### src/rtl/irq_status_pkg.sv
package irq_status_pkg;

  typedef enum logic [1:0] {
    SEL_ENABLE = 2'd0,
    SEL_SET    = 2'd1,
    SEL_CLEAR  = 2'd2,
    SEL_RSVD   = 2'd3
  } regSel_e;

  typedef struct packed {
    logic enWr;
    logic setWr;
    logic clrWr;
  } regStrobe_t;

endpackage

### src/rtl/irq_status_decode.sv
module irq_status_decode
  import irq_status_pkg::*;
(
  input  logic       regWrEn,
  input  logic [1:0] regSel,
  output regStrobe_t strb
);

  regSel_e sel;

  always_comb begin
    sel        = regSel_e'(regSel);
    strb       = '0;
    if (regWrEn) begin
      unique case (sel)
        SEL_ENABLE: strb.enWr  = 1'b1;
        SEL_SET:    strb.setWr = 1'b1;
        SEL_CLEAR:  strb.clrWr = 1'b1;
        default:    strb       = '0;
      endcase
    end
  end

endmodule

### src/rtl/irq_status_datapath.sv
module irq_status_datapath
  import irq_status_pkg::*;
#(
  parameter int NUM_HW = 4,
  localparam int W = NUM_HW + 1
) (
  input  logic              clk,
  input  logic              rstN,
  input  regStrobe_t        strb,
  input  logic [W-1:0]      wrData,
  input  logic [NUM_HW-1:0] hwEvent,
  output logic [W-1:0]      statusQ,
  output logic [W-1:0]      enableQ,
  output logic              irqQ
);

  logic [W-1:0] statusD;
  logic [W-1:0] enableD;
  logic [W-1:0] setMask;
  logic [W-1:0] clrMask;

  assign setMask = strb.setWr ? wrData : '0;
  assign clrMask = strb.clrWr ? wrData : '0;
  assign enableD = strb.enWr  ? wrData : enableQ;

  genvar i;
  generate
    for (i = 0; i < W; i++) begin : g_bit
      if (i < NUM_HW) begin : g_hw
        // hardware set dominates a same-cycle software clear
        assign statusD[i] = hwEvent[i] | setMask[i] | (statusQ[i] & ~clrMask[i]);
      end else begin : g_soft
        assign statusD[i] = setMask[i] | (statusQ[i] & ~clrMask[i]);
      end
      always_ff @(posedge clk) begin
        if (!rstN) statusQ[i] <= 1'b0;
        else       statusQ[i] <= statusD[i];
      end
    end
  endgenerate

  always_ff @(posedge clk) begin
    if (!rstN) begin
      enableQ <= '0;
      irqQ    <= 1'b0;
    end else begin
      enableQ <= enableD;
      irqQ    <= |(statusD & enableD);
    end
  end

endmodule

### src/rtl/irq_status_ctrl.sv
module irq_status_ctrl
  import irq_status_pkg::*;
#(
  parameter int NUM_HW = 4,
  localparam int W = NUM_HW + 1
) (
  input  logic              clk,
  input  logic              rstN,
  input  logic [NUM_HW-1:0] hwEvent,
  input  logic              regWrEn,
  input  logic [1:0]        regSel,
  input  logic [W-1:0]      regWrData,
  output logic [W-1:0]      statusOut,
  output logic [W-1:0]      enableOut,
  output logic              irqOut
);

  regStrobe_t strb;

  irq_status_decode u_decode (
    .regWrEn (regWrEn),
    .regSel  (regSel),
    .strb    (strb)
  );

  irq_status_datapath #(.NUM_HW(NUM_HW)) u_dp (
    .clk     (clk),
    .rstN    (rstN),
    .strb    (strb),
    .wrData  (regWrData),
    .hwEvent (hwEvent),
    .statusQ (statusOut),
    .enableQ (enableOut),
    .irqQ    (irqOut)
  );

endmodule

### config.mk
export PLATFORM = sky130hd
export DESIGN_NAME = irq_status_ctrl
export DESIGN_NICKNAME = d
export VERILOG_FILES = /design/src/rtl/irq_status_pkg.sv /design/src/rtl/irq_status_decode.sv /design/src/rtl/irq_status_datapath.sv /design/src/rtl/irq_status_ctrl.sv
export SDC_FILE = /design/constraint.sdc
export NUM_CORES = 1
export LEC_CHECK = 0
export BUFFER_PORTS_ARGS = -buffer_cell sky130_fd_sc_hd__buf_2
export CAP_MARGIN = 40
export CORE_UTILIZATION = 39
export DETAILED_ROUTE_END_ITERATION = 12
export GPL_TIMING_DRIVEN = 0
export PLACE_DENSITY = 0.68
export RECOVER_POWER = 50
export SYNTH_ARGS = -nofsm -noshare
export SYNTH_HDL_FRONTEND = slang
export SYNTH_SLANG_ARGS = --single-unit
### constraint.sdc
create_clock -name clk -period 2.4 [get_ports clk]
set_input_delay 0.12 -clock clk [delete_from_list [all_inputs] [get_ports clk]]
set_output_delay 0.12 -clock clk [all_outputs]
set_load 0.005 [all_outputs]
Word-level counts from Yosys, hierarchy flattened
Index checks and enable logic that the tools add are counted.
Operators by class
  multiplexer cells: 7
  reductions and logical operators: 2
  bitwise gates (word level): 20
  equal/unequal tests: 2
Operators by type and width (number)
  5-bit 2-to-1 mux: 3
  1-bit OR: 9
  1-bit AND: 5
  5-bit AND: 1
  1-bit inverter: 5
  5-bit OR reduction: 1
  1-bit 2-to-1 mux: 3
  3-bit 2-to-1 mux: 1
  2-bit by 1-bit equality test with 1-bit output, second input constant: 1
  2-bit equality test, second input constant: 1
  2-bit logical NOT: 1
Word-level totals
  output and inout port bits: 11
  flip-flop bits (word level): 11
  logic and storage cells: 38
  input port bits: 14

Longest topological paths before layout
  word-level depth: 9
  mapped depth: 5
  depth with buffers taken out: 4

Cells and area by module
From an unflattened synthesis, not the netlist that was laid out.
Second synthesis, totals
  cells, all modules: 48
  area, all modules: 499.2 um^2
Modules (own cells, without submodules)
  irq_status_datapath: times used 1, area an instance 469.2 um^2, cells an instance 45
  irq_status_decode: times used 1, area an instance 30.0 um^2, cells an instance 3

Worst setup path before layout
No wires, ideal clock.
  path type: input-to-reg
  start point: input regWrEn
  end point: register u_dp.irqQ
  stages on the path: 5
  library setup time: 0.125 ns
  arrival time: 1.342 ns
  setup slack: 0.933 ns
  path through: buf_4 nor3b_2 mux2i_1 o221ai_2 o41a_1
On the way
  word-level cells in the longest chain between the ends: 7
  elaborated cells on any way between the ends: 25
Ends and longest elaborated chain
  start, declared: RTL line irq_status_ctrl.sv:10  | input logic regWrEn,
  3-bit 2-to-1 mux (*): RTL line irq_status_decode.sv:14  | if (regWrEn) begin
  5-bit 2-to-1 mux: RTL line irq_status_datapath.sv:23  | assign clrMask = strb.clrWr ? wrData : '0;
  1-bit inverter, on equally long branches: RTL line irq_status_datapath.sv:31, irq_status_datapath.sv:33
  1-bit AND, on equally long branches: RTL line irq_status_datapath.sv:31, irq_status_datapath.sv:33
  1-bit OR, on equally long branches: RTL line irq_status_datapath.sv:31, irq_status_datapath.sv:33
  5-bit AND (*): RTL line irq_status_datapath.sv:48  | irqQ <= |(statusD & enableD);
  5-bit OR reduction (*): RTL line irq_status_datapath.sv:48
  end signal, assigned: RTL line irq_status_datapath.sv:48
  end, declared: RTL line irq_status_datapath.sv:14  | output logic irqQ
Every way passes the cells marked *; elsewhere a longest branch is shown, timed or not.
A chain may end at the register's enable or synchronous reset.

Final worst setup path
  start point: register u_dp.statusQ[2]
  end point: register u_dp.irqQ
On the way
  word-level cells in the longest chain between the ends: 4
Ends and longest elaborated chain
  start, declared: RTL line irq_status_datapath.sv:12  | output logic [W-1:0] statusQ,
  start signal, assigned by index: RTL line irq_status_datapath.sv:37  | else statusQ[i] <= statusD[i];
  1-bit AND: RTL line irq_status_datapath.sv:31  | assign statusD[i] = hwEvent[i] | setMask[i] | (statusQ[i] & ~clrMask[i]);
  1-bit OR: RTL line irq_status_datapath.sv:31
  5-bit AND: RTL line irq_status_datapath.sv:48
  5-bit OR reduction: RTL line irq_status_datapath.sv:48
No other way between the ends.

==> flow_summary.json <==
{
  "pin_count_of_the_biggest_net_entering_global_routing": 11,
  "worstPathCellList": "and2b_2, a2111oi_4, o221ai_2, o41a_1",
  "place.port_buffers": 22,
  "cp_slowest_cell": "sky130_fd_sc_hd__dfxtp_1",
  "pwr-share-clk_pct": 32.1,
  "critPathRequiredTime_ns": 2.56,
  "chipWidth_um": 40.5,
  "clk_latency_ns": 0.27,
  "endpoint_kind": "flop",
  "fmaxAchievable_mhz": 693,
  "gr-total-overflow": 0,
  "diodes": 0,
  "cts.clk_slew.worst_paths_ns": 0.08,
  "timing.critical_path.max_delay_family": "compound AO/OA/AOI/OAI gates",
  "share_seq_of_total_power_pct": 49.1,
  "numClockSinks": 11,
  "mappedNetlistArea_um2": 579,
  "crit_path_max_incr_delay_ns": 0.35,
  "switchingPower_w": 0.000112,
  "fin_skew_ns": 0.000709,
  "drive_gt1_share_pct": 37.6,
  "finalCritPeriodShare_pct": 60.1,
  "hold_path.class": "input port to flop",
  "synth-seq-cells": 11,
  "leakagePower_nw": 0.319,
  "via_per_inst": 5.32,
  "htreeDepth": 1,
  "worst-endpoint-arrival_ns": 1.60,
  "first_global_vias": 513,
  "post-layout-total-power_w": 0.000409,
  "status": "finished clean",
  "maxCapViolations": 0,
  "post-route-util_pct": 54.9,
  "drt_pre_antenna_iters": 4,
  "hold_viol": 0,
  "total_routed_length_um": 1330,
  "cts_tree": "done",
  "share_comb_of_total_power_pct": 18.8,
  "grt_pass1_wl_um": 2090,
  "drt.antenna.violating_nets": 0,
  "cp_max_fo": 3,
  "cts_inserted_buffers": 3,
  "layout.nets": 100,
  "post_detail_place_hpwl_um": 971,
  "grt_util_all_layers_pct": 20.0,
  "postCtsSetupRepairBufs": 0,
  "maxSlewHeadroom_pct": 62.5,
  "launching_element_type_of_the_critical_path": "flop",
  "synth.net_count": 73,
  "clk_buf_depth": 2,
  "rsz0062_at_grt": "no",
  "multiInputGateArea_um2": 333,
  "ys_seq_area_share_pct": 38.0,
  "fin_setup_tns_ns": 0,
  "detail_route.iter0.violations": 8,
  "detail_route.drc_violations": 0,
  "die_area_um2": 1640,
  "peakVddDrop_v": 0.000262,
  "num-fill-cells": 133,
  "cts_resized": 0,
  "avgSynthCellArea_um2": 9.82,
  "cellPowerDensity_nw_per_um2": 559,
  "yosys_warnings": 0,
  "grt_antenna_before_repair": 0,
  "die_y_um": 40.5,
  "rows": 13,
  "criticalPathCategory": "flop to flop",
  "drt-wirelength-per-cell_um": 13.3,
  "routabilityCongestion": 0.703,
  "post_synth_num_cell_types": 24,
  "syn2layout_area_growth_pct": 26.3,
  "via_count": 532,
  "cts-root-buf": "sky130_fd_sc_hd__clkbuf_4",
  "switching_share_pct": 27.5,
  "tightest_slew_ns": 0.560,
  "stdcell_area_um2": 732,
  "initial_util_pct": 43.4,
  "finalWorstPathRequiredPeriod_ns": 1.44,
  "power.internal_w": 0.000297,
  "regArea_um2": 220,
  "number_of_buffers_added_to_fix_hold_violations_after_cts": 0,
  "final_max_slew_viol_count": 0,
  "pin_count": 25,
  "timing.final.setup_violations": 0,
  "critical_path_buf_inv_count": 0,
  "fp.coreArea_um2": 1330,
  "netlist_instances": 59,
  "postPlaceCellArea_um2": 708
}
-- cells in the final DEF (no fill, tap or decap), drive strengths merged, types with 2 or more instances in the layout --
cell type,instances
nor2,8
a21oi,5
mux2i,6
dfxtp,11
and4b,2
buf,22
clkbuf,6
a31oi,5
nand4,2
a21bo,3
nand2,2
-- metal layers --
layer  GRT usage, %  up-vias  wire (um)
li1               -      272          -
met2           33.3       22        610
met3           3.89        4         93
met4           12.5        0         16
met1           22.9      234        608
met5              0        -          0
-- cell families after synthesis --
group | after synthesis | synth area share [%]
simple gates | 20 | 20.3
mux | 6 | 10.4
flops | 11 | 38.0
buf+inv | 4 | 4.53
compound gates | 18 | 26.8
-- area by class of cell --
| class | count | share of cell area (%) |
|---|---|---|
| clock buffers | 4 | 3.59 |
| repair buffers | 22 | 14.7 |
| flip-flops and latches | 11 | 30.1 |
| well taps | 15 | 2.56 |
| multi-input cells | 44 | 45.5 |
| inverters | 2 | 1.03 |
| plain buffers | 2 | 2.56 |
-- metrics by stage --
step / cells / hold WS [ns] / worst slack (ns)
2_1_floorplan: 59 / 0.237 / 0.933
3_3_place_gp: 96 / 0.369 / 0.688
3_5_place_dp: 96 / 0.382 / 0.714
4_1_cts: 100 / 0.105 / 0.943
5_1_grt: 100 / 0.0882 / 0.920
6_report: 100 / 0.0999 / 0.958
-- Yosys cell counts --
cell | n | share of area, %
sky130_fd_sc_hd__nand3_1 | 1 | 0.86
sky130_fd_sc_hd__buf_4 | 1 | 1.3
sky130_fd_sc_hd__o41a_1 | 1 | 1.9
sky130_fd_sc_hd__a21o_1 | 1 | 1.3
sky130_fd_sc_hd__nand2_1 | 2 | 1.3
sky130_fd_sc_hd__and2b_2 | 1 | 1.5
sky130_fd_sc_hd__nor3b_2 | 1 | 2.2
sky130_fd_sc_hd__a31oi_1 | 5 | 5.4
sky130_fd_sc_hd__inv_1 | 1 | 0.65
sky130_fd_sc_hd__a21oi_1 | 5 | 4.3
sky130_fd_sc_hd__mux2i_1 | 6 | 10
sky130_fd_sc_hd__or2b_1 | 1 | 1.3
sky130_fd_sc_hd__nor2b_1 | 1 | 1.1
sky130_fd_sc_hd__o221ai_2 | 1 | 2.6
sky130_fd_sc_hd__a2111oi_4 | 1 | 4.8
sky130_fd_sc_hd__nand4_1 | 2 | 2.2
sky130_fd_sc_hd__nor2_1 | 8 | 5.2
sky130_fd_sc_hd__a211oi_1 | 1 | 1.3
sky130_fd_sc_hd__nand3b_1 | 1 | 1.3
sky130_fd_sc_hd__buf_6 | 1 | 1.9
sky130_fd_sc_hd__a21bo_2 | 3 | 5.2
sky130_fd_sc_hd__dfxtp_1 | 11 | 38
sky130_fd_sc_hd__and4b_1 | 2 | 3.5
sky130_fd_sc_hd__clkinv_1 | 1 | 0.65
-- sequential cells by signal, indices dropped and copies added, names as in the netlist --
register and count:
u_dp.enableQ 5, u_dp.statusQ 5, u_dp.irqQ 1
-- path summary, 6_finish.rpt --
kind                         from               to  slack (ns)  cells after the start
hold reg to reg   u_dp.enableQ[0]  u_dp.enableQ[0]        0.53                      2
setup / recovery  u_dp.statusQ[2]        u_dp.irqQ        0.96                      4
hold / removal               rstN        u_dp.irqQ         0.1                      2
setup reg to reg  u_dp.statusQ[2]        u_dp.irqQ        0.96                      4
-- worst register-to-register path: stages (launching register included) --
cell	delay (ns)
sky130_fd_sc_hd__dfxtp_1	0.35
sky130_fd_sc_hd__and2b_2	0.22
sky130_fd_sc_hd__a2111oi_4	0.32
sky130_fd_sc_hd__o221ai_2	0.14
sky130_fd_sc_hd__o41a_1	0.32
-- power by group through the flow --
stage                logic, W  clock network (W)  registers [W]
detailed placement  0.0000769                  0       0.000205
CTS                 0.0000774           0.000130       0.000201
global route        0.0000849           0.000143       0.000203
floorplan           0.0000448                  0       0.000206
global placement    0.0000760                  0       0.000204
finish              0.0000768           0.000131       0.000201
Power figures use the tool's default switching activity.
